### src/rtl/can_fc_pkg.sv
package can_fc_pkg;

  typedef enum logic [2:0] {
    LEC_NONE = 3'd0,
    LEC_BIT0 = 3'd5
  } lec_e;

  localparam int DIR_TX = 0;
  localparam int DIR_RX = 1;
  localparam int NDIR   = 2;

endpackage

### src/rtl/can_fc_counter.sv
module can_fc_counter #(
  parameter int W = 9
) (
  input  logic         clk,
  input  logic         rst,
  input  logic         inc,
  input  logic         dec,
  input  logic         clr,
  output logic [W-1:0] cnt,
  output logic [W-1:0] cnt_nxt
);

  always_comb begin
    cnt_nxt = cnt;
    if (clr)
      cnt_nxt = '0;
    else if (inc)
      cnt_nxt = cnt + W'(1);
    else if (dec && cnt != '0)
      cnt_nxt = cnt - W'(1);
  end

  always_ff @(posedge clk) begin
    if (rst) cnt <= '0;
    else     cnt <= cnt_nxt;
  end

endmodule

### src/rtl/can_fc_recovery.sv
module can_fc_recovery #(
  parameter int BITS = 11,
  parameter int SEQS = 128
) (
  input  logic clk,
  input  logic rst,
  input  logic en,
  input  logic stb,
  input  logic rx_bit,
  output logic seq_hit,
  output logic done
);

  localparam int BW = $clog2(BITS);
  localparam int SW = (SEQS > 1) ? $clog2(SEQS) : 1;
  localparam logic [BW-1:0] BIT_LAST = BW'(BITS - 1);
  localparam logic [SW-1:0] SEQ_LAST = SW'(SEQS - 1);

  logic [BW-1:0] bit_cnt;
  logic [SW-1:0] seq_cnt;

  assign seq_hit = en && stb && rx_bit && (bit_cnt == BIT_LAST);
  assign done    = seq_hit && (seq_cnt == SEQ_LAST);

  always_ff @(posedge clk) begin
    if (rst || !en) begin
      bit_cnt <= '0;
      seq_cnt <= '0;
    end else if (stb) begin
      if (!rx_bit) begin
        bit_cnt <= '0;
      end else if (bit_cnt == BIT_LAST) begin
        bit_cnt <= '0;
        seq_cnt <= done ? '0 : seq_cnt + SW'(1);
      end else begin
        bit_cnt <= bit_cnt + BW'(1);
      end
    end
  end

endmodule

### src/rtl/can_fault_confine.sv
module can_fault_confine
  import can_fc_pkg::*;
#(
  parameter int CNT_W    = 9,
  parameter int WARN_LIM = 96,
  parameter int PASS_LIM = 128,
  parameter int BOFF_LIM = 255,
  parameter int REC_BITS = 11,
  parameter int REC_SEQS = 128
) (
  input  logic       clk,
  input  logic       rst,
  input  logic       tx_err_i,
  input  logic       rx_err_i,
  input  logic       tx_ok_i,
  input  logic       rx_ok_i,
  input  logic       rx_bit_i,
  input  logic       bit_stb_i,
  input  logic       init_wr_i,
  input  logic       init_wdata_i,
  output logic       warn_o,
  output logic       err_passive_o,
  output logic       busoff_o,
  output logic       init_o,
  output logic [2:0] lec_o,
  output logic       warn_chg_o,
  output logic       boff_chg_o,
  output logic       stat_evt_o
);

  localparam logic [CNT_W-1:0] WARN_V = CNT_W'(WARN_LIM);
  localparam logic [CNT_W-1:0] PASS_V = CNT_W'(PASS_LIM);
  localparam logic [CNT_W-1:0] BOFF_V = CNT_W'(BOFF_LIM);

  logic [CNT_W-1:0] cnt [NDIR];
  logic [CNT_W-1:0] nxt [NDIR];
  logic [NDIR-1:0]  inc, dec, err_in, ok_in;
  logic active, passive_now, rec_en, seq_hit, rec_done, enter_boff;
  logic warn_d, pass_d;

  assign active      = !init_o && !busoff_o;
  assign passive_now = (cnt[DIR_TX] >= PASS_V) || (cnt[DIR_RX] >= PASS_V);
  assign rec_en      = busoff_o && !init_o;

  assign err_in = {rx_err_i, tx_err_i};
  assign ok_in  = {rx_ok_i,  tx_ok_i};

  // transmit side always counts up; receive side freezes once passive
  assign inc[DIR_TX] = active && err_in[DIR_TX];
  assign inc[DIR_RX] = active && err_in[DIR_RX] && !passive_now;

  for (genvar g = 0; g < NDIR; g++) begin : g_dir
    assign dec[g] = active && ok_in[g] && !err_in[g];
    can_fc_counter #(.W(CNT_W)) u_cnt (
      .clk     (clk),
      .rst     (rst),
      .inc     (inc[g]),
      .dec     (dec[g]),
      .clr     (rec_done),
      .cnt     (cnt[g]),
      .cnt_nxt (nxt[g])
    );
  end

  can_fc_recovery #(.BITS(REC_BITS), .SEQS(REC_SEQS)) u_rec (
    .clk     (clk),
    .rst     (rst),
    .en      (rec_en),
    .stb     (bit_stb_i),
    .rx_bit  (rx_bit_i),
    .seq_hit (seq_hit),
    .done    (rec_done)
  );

  assign enter_boff = !busoff_o && (nxt[DIR_TX] > BOFF_V);
  assign warn_d = (nxt[DIR_TX] >= WARN_V) || (nxt[DIR_RX] >= WARN_V);
  assign pass_d = (nxt[DIR_TX] >= PASS_V) || (nxt[DIR_RX] >= PASS_V);

  always_ff @(posedge clk) begin
    if (rst) begin
      warn_o        <= 1'b0;
      err_passive_o <= 1'b0;
      busoff_o      <= 1'b0;
      init_o        <= 1'b0;
      lec_o         <= LEC_NONE;
      warn_chg_o    <= 1'b0;
      boff_chg_o    <= 1'b0;
      stat_evt_o    <= 1'b0;
    end else begin
      warn_o        <= warn_d;
      warn_chg_o    <= warn_d != warn_o;
      err_passive_o <= pass_d;
      boff_chg_o    <= enter_boff || rec_done;
      stat_evt_o    <= seq_hit;
      if (enter_boff)    busoff_o <= 1'b1;
      else if (rec_done) busoff_o <= 1'b0;
      if (enter_boff)     init_o <= 1'b1;
      else if (init_wr_i) init_o <= init_wdata_i;
      if (seq_hit) lec_o <= LEC_BIT0;
    end
  end

endmodule

### config.mk
export PLATFORM = sky130hd
export DESIGN_NAME = can_fault_confine
export DESIGN_NICKNAME = d
export VERILOG_FILES = /design/src/rtl/can_fc_pkg.sv /design/src/rtl/can_fc_counter.sv /design/src/rtl/can_fc_recovery.sv /design/src/rtl/can_fault_confine.sv
export SDC_FILE = /design/constraint.sdc
export NUM_CORES = 1
export LEC_CHECK = 0
export BUFFER_PORTS_ARGS = -buffer_cell sky130_fd_sc_hd__buf_2
export CORE_UTILIZATION = 55
export DETAILED_ROUTE_END_ITERATION = 8
export PLACE_DENSITY = 0.75
export RECOVER_POWER = 25
export SYNTH_ARGS = -nofsm -noshare
export SYNTH_HDL_FRONTEND = slang
export SYNTH_SLANG_ARGS = --single-unit
### constraint.sdc
create_clock -name clk -period 3.3 [get_ports clk]
set_clock_uncertainty 0.2 [all_clocks]
set_input_delay 0.495 -clock clk [delete_from_list [all_inputs] [get_ports clk]]
set_output_delay 0.495 -clock clk [all_outputs]
set_load 0.05 [all_outputs]
# Word level (Yosys, flattened, before mapping)
# Index checks and enable logic that the tools add are counted.
# totals
ff_bits	37
wordCells	73
# op_classes
n_addsub	6
n_lt_le_gt_ge	7
eq_ne	3
mux	13
reduce_logical	32
# op_table
cell	count
2-to-1 mux 9 bit	6
>= comparator 9 x 8 -> 1 bit (second input constant)	4
adder 9 x 1 -> 9 bit (second input constant)	2
>= comparator 9 x 7 -> 1 bit (second input constant)	2
nonzero test 9 bit	2
subtractor 9 x 1 -> 9 bit (second input constant)	2
logical AND 1 bit	16
> comparator 9 x 8 -> 1 bit (second input constant)	1
2-to-1 mux 4 bit	2
adder 7 x 1 -> 7 bit (second input constant)	1
equality test 7 bit (second input constant)	1
2-to-1 mux 7 bit	1
logical NOT 1 bit	6
logical OR 1 bit	5
adder 4 x 1 -> 4 bit (second input constant)	1
equality test 4 bit (second input constant)	1
2-to-1 mux 1 bit	4
nonzero test 2 bit	2
AND reduction 3 bit	1
inequality test 1 bit	1

# Longest topological paths before layout
# Gate-level depths: netlist of the first run.
# depth
depth_word	11
mapped_depth	9

# Hierarchy
# Synthesis of the first run repeated with hierarchy kept, for this count alone.
# hier_totals
cells_unflattened	311
area_unflattened_um2	2653.8
# by_module_without_submodules
module	instances	cells_per_inst	area_per_inst_um2
can_fc_counter	2	100	830.8
can_fc_recovery	1	76	635.6
can_fault_confine	1	35	356.6

# Least setup slack after synthesis of the first run
# No wires, ideal clock.
# synth_path
path_type	register to register
startpoint	reg init_o
endpoint	reg warn_chg_o
setup_time_ps	123
arrival_time_ps	2511
required_ps	2977
slack_ps	466
stages_incl_launch_ff	10
path_buffers	2
path_cell_list	dfxtp_1 buf_6 or4b_4 buf_6 nor2_4 and4b_1 a41oi_2 xor2_1 o211a_1 mux2_1
# synth_via
elab_chain_len	11
elab_cells_between_ends	26
cone_classes	order compare: 2; eq/ne: 1; mux: 6; reduce/logical: 17
# synth_lines
item	line_no	source
start, declared	can_fault_confine.sv:24	output logic init_o,
start signal, assigned	can_fault_confine.sv:98	else if (init_wr_i) init_o <= init_wdata_i;
logical NOT 1 bit (*)	can_fault_confine.sv:41, can_fault_confine.sv:43	
logical AND 1 bit	can_fault_confine.sv:41	assign active = !init_o && !busoff_o;
logical AND 1 bit (2 in series)	can_fault_confine.sv:53	assign dec[g] = active && ok_in[g] && !err_in[g];
logical AND 1 bit	can_fc_counter.sv:19	else if (dec && cnt != '0)
2-to-1 mux 9 bit	can_fc_counter.sv:19	
2-to-1 mux 9 bit	can_fc_counter.sv:17	else if (inc)
2-to-1 mux 9 bit	can_fc_counter.sv:15	if (clr)
>= comparator 9 x 7 -> 1 bit	can_fault_confine.sv:76	assign warn_d = (nxt[DIR_TX] >= WARN_V) || (nxt[DIR_RX] >= WARN_V);
logical OR 1 bit (*)	can_fault_confine.sv:76	
inequality test 1 bit (*)	can_fault_confine.sv:91	warn_chg_o <= warn_d != warn_o;
end signal, assigned	can_fault_confine.sv:91	
end, declared	can_fault_confine.sv:26	output logic warn_chg_o,
# Every way passes the cells marked *; elsewhere a longest branch is shown, timed or not.
# A chain may end at the register's enable or synchronous reset.

# Worst setup path in the final report of the first run
# layout_path
startpoint	reg g_dir[0].u_cnt.cnt[0]
endpoint	reg warn_chg_o
# layout_via
elab_chain_len	9
elab_cells_between_ends	17
cone_classes	add/sub: 2; order compare: 3; eq/ne: 1; mux: 5; reduce/logical: 6
# layout_lines
item	line_no	source
start, declared	can_fc_counter.sv:9	output logic [W-1:0] cnt,
start signal, assigned	can_fc_counter.sv:25	else cnt <= cnt_nxt;
>= comparator 9 x 8 -> 1 bit	can_fault_confine.sv:42	assign passive_now = (cnt[DIR_TX] >= PASS_V) || (cnt[DIR_RX] >= PASS_V);
logical OR 1 bit	can_fault_confine.sv:42	
logical NOT 1 bit	can_fault_confine.sv:50	assign inc[DIR_RX] = active && err_in[DIR_RX] && !passive_now;
logical AND 1 bit	can_fault_confine.sv:50	
2-to-1 mux 9 bit	can_fc_counter.sv:17	
2-to-1 mux 9 bit	can_fc_counter.sv:15	
>= comparator 9 x 7 -> 1 bit	can_fault_confine.sv:76	
logical OR 1 bit (*)	can_fault_confine.sv:76	
inequality test 1 bit (*)	can_fault_confine.sv:91	
# Marked as above.

==> metrics.md, run 1 <==
| Metric | Value |
|---|---|
| Status | completed |
| Vias post-DR | between 1.5k and 2k |
| Cell taking the most area after synthesis | dfxtp_1 |
| Layout cells sized above 1 | 0.09023 |
| Max Cap Violations | 0 |
| Grt ovf | 0 |
| Netlist cell types | 47 |
| Antenna Diode Count | 0 |
| Starting Density | 0.5978 |
| Final estimated routing congestion in global placement | 0.9438 |
| RSZ-0062 raised after global routing | no |
| Yosys warns | 0 |
| Via/cell ratio | roughly 5.5 |
| Post-Syn Area | about 2100 um^2 |
| Hold path depth | 2 |
| First-pass GRT wire length | 7086 um |
| Max Freq | between 300 and 400 MHz |
| Ports | 20 |
| Antenna violations before repair | 0 |
| 1st-iter DRT viols | roughly 150 |
| Final Hold Vio Count | 0 |
| Hpwl dp | just under 3000 um |
| Post-CTS Setup Bufs | 0 |
| Relative slew slack | 0.5814 |
| Routed WL per cell | 13.22 um |
| Skew-Pair Late Insertion Delay | between 0.2 and 0.3 ns |
| CP cell instances | inv_1 -> ha_1 -> or3b_1 -> o2111ai_1 -> o2bb2a_1 -> xor2_1 -> o31ai_1 -> o211a_1 -> mux2_1 |
| Comb power frac | 0.486 |
| Fin crit period | around 3.0 ns |
| Final period utilization | 0.9233 |
| Max reg flops | 18 |
| Switching Share | 0.4483 |
| Clock tree buffer depth | 2 |
| # rows | 21 |
| Antenna viol nets, final | 0 |
| Die X | 63.40 um |
| Leakage Power | just over 0.8 nW |
| GRT Overall Usage | 0.2245 |
| Synth area leaders | dfxtp_1, nor2_1, xnor2_1, ha_1, nand2_1 |
| Startpoint types | flop |
| FF+latch count, synth | 37 |
| Clock slew at reported path FFs | ~0.070 ns |
| EDFF count, synth | 0 |
| Critical R2R Launch | g_dir[0].u_cnt.cnt[0] |
| Max Slew Vio Count | 0 |
| CP max FO | 5 |
| Number of fill cells | 317 |
| Setup TNS Final | 0 ns |
| Syn_nets | ~270 |
| Worst slew pin tran | roughly 0.62 ns |
| Hold path start | u_rec.bit_cnt[3] |
| Sink Count | 37 |
| DRC viols | 0 |
| WP data required | 3.28 ns |
| CTS buffer count | 5 |
| Synthesized area per cell | 8.293 um^2 |
| Register area share after synthesis | 0.3573 |
| Final setup vio count | 0 |
| H-tree levels | 2 |
| Hold slack | 0.2843 ns |
| Power per cell area | between 800 and 900 nW/um^2 |
| Critical R2R Capture | warn_chg_o |
| Switch Pwr | roughly 0.9 mW |
| Max VDD drop | around 0.00048 V |
| Slowest Stage Delay on Critical Path | about 0.4 ns |
| Die ar. | between 4000 and 5000 um^2 |
| Yosys top cell area share | 0.3573 |
| Crit path capture type | flop |
| CTS hold repair buffers | 0 |
| CTS resizes | 0 |
| Sequential fraction of design power | 0.356 |
| Final net count | between 200 and 300 |
| WHS Endpoint | u_rec.bit_cnt[3] |
| Root Buffer | clkbuf_8 |
| Most used flip-flop cell after synthesis | dfxtp_1 |
| Vias in the first global route | around 1.6k |
| Largest Register | g_dir.u_cnt.cnt |
| TritonRoute pass-1 iters | 4 |
| Post-Synthesis Cells | 250 |
| Chip Height | around 63 um |
| Largest net degree at the start of global routing | 17 |
| Hold Path Class | reg -> reg |
| Area of the core | approximately 3500 um^2 |
| Cell Int Power | ~1.1 mW |
| Biggest regs | g_dir.u_cnt.cnt (18), u_rec.seq_cnt (7), u_rec.bit_cnt (4) |
| Power, Total | around 2 mW |
| CP max-delay cell | o31ai_1 |
| Crit path kind | reg -> reg |
| R2R depth | 9 |
| Reg2reg setup slack | ~0.25 ns |
| CTS tree | built |
| Ys async rst share | 0 |
| Sum of routed wire length over all layers | 4126 um |
| Arr. time, crit path | about 3 ns |
| Port bufs | 18 |
| Clk pwr share | 0.158 |
| Synth-to-Final Area Change | 8.208% |
==> cell usage after synthesis (2+ instances only) <==
cell type,count
nor3_1,11
clkbuf_1,7
xnor2_1,13
a21oi_1,12
inv_1,12
buf_6,2
or4b_4,2
nand2_1,21
nor3b_1,4
a32oi_1,2
ha_1,9
a22oi_1,4
mux2i_1,4
o21ai_0,5
nand4_1,2
nor2b_1,4
buf_4,2
or3b_1,2
and3_1,2
o211a_1,2
xor2_1,8
nor4_1,6
nand3_1,8
nor2_1,39
dfxtp_1,37
and4b_1,2
nand2b_1,4
or3_1,3
a31oi_1,2
nor4b_1,2
==> final cells by class <==
| class | count | area, um^2 | area share |
|---|---|---|---|
| clock inverters | 2 | 15.01 | 0.006693 |
| inverters | 12 | 45.04 | 0.02008 |
| multi-input cells | 190 | 1224 | 0.5455 |
| repair buffers | 19 | 88.84 | 0.03960 |
| well taps | 46 | 57.56 | 0.02566 |
| clock buffers | 6 | 72.57 | 0.03235 |
| flip-flops and latches | 37 | 740.7 | 0.3302 |
==> worst max path at each step <==
stage / from / to / slack (ns) / cells after the start
floorplan: init_o / warn_chg_o / 0.47 / 9
global placement: g_dir[0].u_cnt.cnt[0] / warn_chg_o / 0.45 / 9
detailed placement: g_dir[0].u_cnt.cnt[0] / warn_chg_o / 0.36 / 9
CTS: g_dir[0].u_cnt.cnt[0] / warn_chg_o / 0.31 / 9
global route: g_dir[0].u_cnt.cnt[0] / warn_chg_o / 0.13 / 9
finish: g_dir[0].u_cnt.cnt[0] / warn_chg_o / 0.25 / 9
==> cells by family (layout without fill, tap and decap cells) <==
group | Yosys count | in the layout | synth area share
adder cells (fa/ha/maj) | 9 | 9 | 0.05432
other | 1 | 1 | 0.001809
XOR/XNOR | 21 | 21 | 0.08872
AO/OA/AOI/OAI | 37 | 37 | 0.1286
AND/OR/NAND/NOR | 117 | 117 | 0.2921
multiplexers | 5 | 5 | 0.02474
flip-flops | 37 | 37 | 0.3573
buffers and inverters | 23 | 39 | 0.05250
==> per-layer routing <==
| metal | vias up | share of wire | routed length, um | global-route usage |
|---|---|---|---|---|
| li1 | 897 | - | - | - |
| met2 | 39 | 0.46 | 1905 | 0.3564 |
| met3 | 4 | 0.044 | 181 | 0.05616 |
| met4 | 0 | 0.011 | 46 | 0.08239 |
| met1 | 782 | 0.48 | 1992 | 0.2911 |
| met5 | - | 0 | 0 | 0 |
==> through the flow <==
step	util	area, um^2	std cells	setup WS (ns)
finish	0.6468	2243	312	0.2530
global route	0.6468	2243	312	0.1327
CTS	0.6494	2252	312	0.3069
detailed placement	0.6241	2165	304	0.3628
global placement	0.6241	2165	304	0.4515
floorplan	-	2073	250	0.4656
==> cells in the final DEF, fill, tap and decap left out, drive strengths merged, types with 2 or more instances in the layout <==
cell type / synthesis / routed
ha: 9 / 9
a32oi: 2 / 2
inv: 12 / 12
clkbuf: 7 / 13
xnor2: 13 / 13
or3b: 2 / 2
nor2: 40 / 40
nand4: 2 / 2
xor2: 8 / 8
a31oi: 2 / 2
a21oi: 13 / 13
and4b: 2 / 2
and3: 2 / 2
o211a: 2 / 2
buf: 4 / 12
nor3b: 4 / 4
nor3: 11 / 11
nor4b: 2 / 2
nand2: 21 / 21
dfxtp: 37 / 37
a22oi: 4 / 4
clkinvlp: 0 / 2
o21ai: 5 / 5
nand2b: 4 / 4
mux2i: 4 / 4
or4b: 2 / 2
nor2b: 4 / 4
nor4: 6 / 6
nand3: 8 / 8
or3: 3 / 3
a41oi: 2 / 2
==> power by group through the flow <==
stage | Sequential, mW | Combinational, mW | Clock, mW
5_1_grt | 0.733 | 1.07 | 0.350
3_3_place_gp | 0.722 | 0.960 | 0
4_1_cts | 0.712 | 0.976 | 0.326
2_1_floorplan | 0.761 | 0.753 | 0
3_5_place_dp | 0.720 | 0.963 | 0
6_report | 0.715 | 0.975 | 0.317
==> critical path: cells and delay by family (launching register included) <==
| family | cells | cell delay, ns |
|---|---|---|
| mux | 1 | 0.32 |
| fa+ha+maj | 1 | 0.15 |
| xor+xnor | 1 | 0.18 |
| flops | 1 | 0.35 |
| compound gates | 4 | 1.24 |
| simple gates | 1 | 0.38 |
| buf+inv | 1 | 0.12 |
No activity file was read; power rests on OpenSTA's default activity.
==> run 2, diff against run 1 <==
- CAP_MARGIN: unset -> 20
- CORE_UTILIZATION: 55 -> 53
- SETUP_SLACK_MARGIN: unset -> 0.15
- clock period: 3.3 -> 2.75 ns (I/O delays scaled with it)
==> metrics.md, run 2 (synthesized netlist as in run 1, its figures left out) <==
| Metric | Value |
|---|---|
| Status | completed (unchanged) |
| Grt ovf | 0 (unchanged) |
| Root Buffer | clkbuf_8 (unchanged) |
| Leakage Power | 1.001 nW (was 0.8269 nW) |
| Switch Pwr | 1.325 mW (was 0.8999 mW) |
| Setup TNS Final | 0 ns (unchanged) |
| 1st-iter DRT viols | 96 (was 147) |
| Final net count | 306 (was 284) |
| Multi-input gate area | 1411 um^2 (was 1224 um^2) |
| Starting Density | 0.5579 (was 0.5978) |
| Antenna Diode Count | 0 (unchanged) |
| Die X | 64.55 um (was 63.40 um) |
| Clock tree buffer depth | 2 (unchanged) |
| Max reg flops | 18 (unchanged) |
| Cell Int Power | 1.715 mW (was 1.107 mW) |
| Startpoint types | flop (unchanged) |
| Sink Count | 37 (unchanged) |
| H-tree levels | 2 (unchanged) |
| Final estimated routing congestion in global placement | 0.8965 (was 0.9438) |
| Most frequent cells in the layout | nor2_1, dfxtp_1, buf_4 (was nor2_1, dfxtp_1, nand2_1) |
| Max VDD drop | 0.0007477 V (was 0.0004769 V) |
| Final Hold Vio Count | 0 (unchanged) |
| Commonest non-fill, non-tap cell in the layout | nor2_1 (unchanged) |
| Area of the core | 3716 um^2 (was 3468 um^2) |
| Via/cell ratio | 5.625 (was 5.519) |
| Sequential fraction of design power | 0.287 (was 0.356) |
| Power per cell area | 1167 nW/um^2 (was 894.7 nW/um^2) |
| Number of fill cells | 307 (was 317) |
| RSZ-0062 raised after global routing | yes (was no) |
| CP startpoint | g_dir[0].u_cnt.cnt[5] (was g_dir[0].u_cnt.cnt[0]) |
| Fin crit period | 2.621 ns (was 3.047 ns) |
| Largest net degree at the start of global routing | 17 (unchanged) |
| R2R depth | 7 (was 9) |
| Final setup vio count | 0 (unchanged) |
| CTS tree | built (unchanged) |
| Chip Height | 64.55 um (was 63.40 um) |
| Arr. time, crit path | 2.61 ns (was 3.03 ns) |
| Comb power frac | 0.588 (was 0.486) |
| CTS buffer count | 5 (unchanged) |
| Worst slew pin tran | 0.6081 ns (was 0.6221 ns) |
| Largest Register | g_dir.u_cnt.cnt (unchanged) |
| Clk pwr share | 0.126 (was 0.158) |
| Crit path kind | reg -> reg (unchanged) |
| Reg2reg setup slack | 0.13 ns (was 0.25 ns) |
| Biggest regs | g_dir.u_cnt.cnt (18), u_rec.seq_cnt (7), u_rec.bit_cnt (4) (unchanged) |
| Switching Share | 0.4358 (was 0.4483) |
| Setup crit end | warn_chg_o (unchanged) |
| Port bufs | 18 (unchanged) |
| Layout cells sized above 1 | 0.2604 (was 0.09023) |
| CTS hold repair buffers | 0 (unchanged) |
| DRC viols | 0 (unchanged) |
| Vias in the first global route | 1828 (was 1588) |
| Vias post-DR | 1890 (was 1722) |
| Max Slew Vio Count | 0 (unchanged) |
| Antenna viol nets, final | 0 (unchanged) |
| Hpwl dp | 3130 um (was 2973 um) |
| Routed WL per cell | 14.92 um (was 13.22 um) |
| Critical R2R Launch | g_dir[0].u_cnt.cnt[5] (was g_dir[0].u_cnt.cnt[0]) |
| Skew-Pair Late Insertion Delay | 0.29 ns (about the same) |
| Max Freq | 381.5 MHz (was 328.2 MHz) |
| WP data required | 2.73 ns (was 3.28 ns) |
| First-pass GRT wire length | 8314 um (was 7086 um) |
| GRT Overall Usage | 0.2583 (was 0.2245) |
| Sequential cell area | 752.0 um^2 (was 740.7 um^2) |
| Antenna violations before repair | 0 (unchanged) |
| Synth-to-Final Area Change | 25.65% (was 8.208%) |
| Die ar. | 4166 um^2 (was 4019 um^2) |
| Relative slew slack | 0.5963 (was 0.5814) |
| Critical R2R Capture | warn_chg_o (unchanged) |
| Power, Total | 3.041 mW (was 2.007 mW) |
| Sum of routed wire length over all layers | 5013 um (was 4126 um) |
| TritonRoute pass-1 iters | 4 (unchanged) |
| Ports | 20 (unchanged) |
| # rows | 22 (was 21) |
| Clock slew at reported path FFs | 0.08 ns (was 0.07 ns) |
| Crit path capture type | flop (unchanged) |
| Hold Path Class | in -> reg (was reg -> reg) |
| Final period utilization | 0.9531 (was 0.9233) |
| Max Cap Violations | 0 (unchanged) |
| CP max FO | 6 (was 5) |
run 2: cell count changes in the layout (fill, tap and decap cells not counted), sizes merged:
| cell | delta |
|---|---|
| clkinvlp | -2 |
| buf | +20 |
| clkinv | +2 |
| clkbuf | +1 |
| inv | +1 |
run 2: area by class of cell:
cell class | count | share of cell area
Timing Repair Buffer | 41 | 0.09654
Tap cell | 48 | 0.02305
Sequential cell | 37 | 0.2887
Clock buffer | 5 | 0.02642
Inverter | 12 | 0.01729
Multi-Input combinational cell | 190 | 0.5418
Clock inverter | 3 | 0.006244
run 2: power by group through the flow:
stage / Sequential (mW) / Clock (mW) / Combinational, mW
5_1_grt: 0.889 / 0.416 / 1.94
6_report: 0.872 / 0.382 / 1.79
3_5_place_dp: 0.844 / 0 / 1.38
4_1_cts: 0.842 / 0.388 / 1.62
2_1_floorplan: 0.919 / 0 / 0.938
3_3_place_gp: 0.841 / 0 / 1.37
run 2: metal layers:
metal | GRT usage | wire, um | up-vias
met5 | 0 | 0 | -
met4 | 0.1056 | 93 | 0
met3 | 0.05986 | 276 | 8
met2 | 0.4145 | 2365 | 44
met1 | 0.3319 | 2278 | 897
li1 | - | - | 941
run 2: repair_timing:
item	in CTS	in global routing
hold endpoints to repair	0	0
resized for setup	15	18
pin swaps	5	4
setup buffers	4	0
setup endpoints to repair	1	2
run 2: worst max-delay path, cell delays in order, from the launching register on:
cell	delay (ns)
dfxtp_1	0.39
or3_1	0.44
o41a_1	0.46
a41oi_2	0.18
mux2i_1	0.28
a32oi_1	0.09
o211a_1	0.17
mux2_4	0.30
run 2: per-stage QoR:
step | instance area, um^2 | setup WS, ns | std cells | util | hold slack [ns]
2_1_floorplan | 2093 | 0.1009 | 250 | - | 0.2454
3_3_place_gp | 2322 | 0.1273 | 324 | 0.6249 | 0.2607
3_5_place_dp | 2322 | 0.06795 | 324 | 0.6249 | 0.2670
4_1_cts | 2505 | 0.1565 | 336 | 0.6741 | 0.2129
5_1_grt | 2605 | 0.04923 | 336 | 0.7010 | 0.2267
6_report | 2605 | 0.1288 | 336 | 0.7010 | 0.2150
run 2: how the worst min path moves through the flow:
stage	depth (start not counted)	end	slack, ns	from
6_report	3	init_o	0.21	init_wdata_i
5_1_grt	3	init_o	0.23	init_wdata_i
4_1_cts	3	init_o	0.21	init_wdata_i
3_5_place_dp	2	u_rec.bit_cnt[3]	0.27	u_rec.bit_cnt[3]
3_3_place_gp	2	u_rec.bit_cnt[3]	0.26	u_rec.bit_cnt[3]
2_1_floorplan	2	u_rec.bit_cnt[3]	0.25	u_rec.bit_cnt[3]
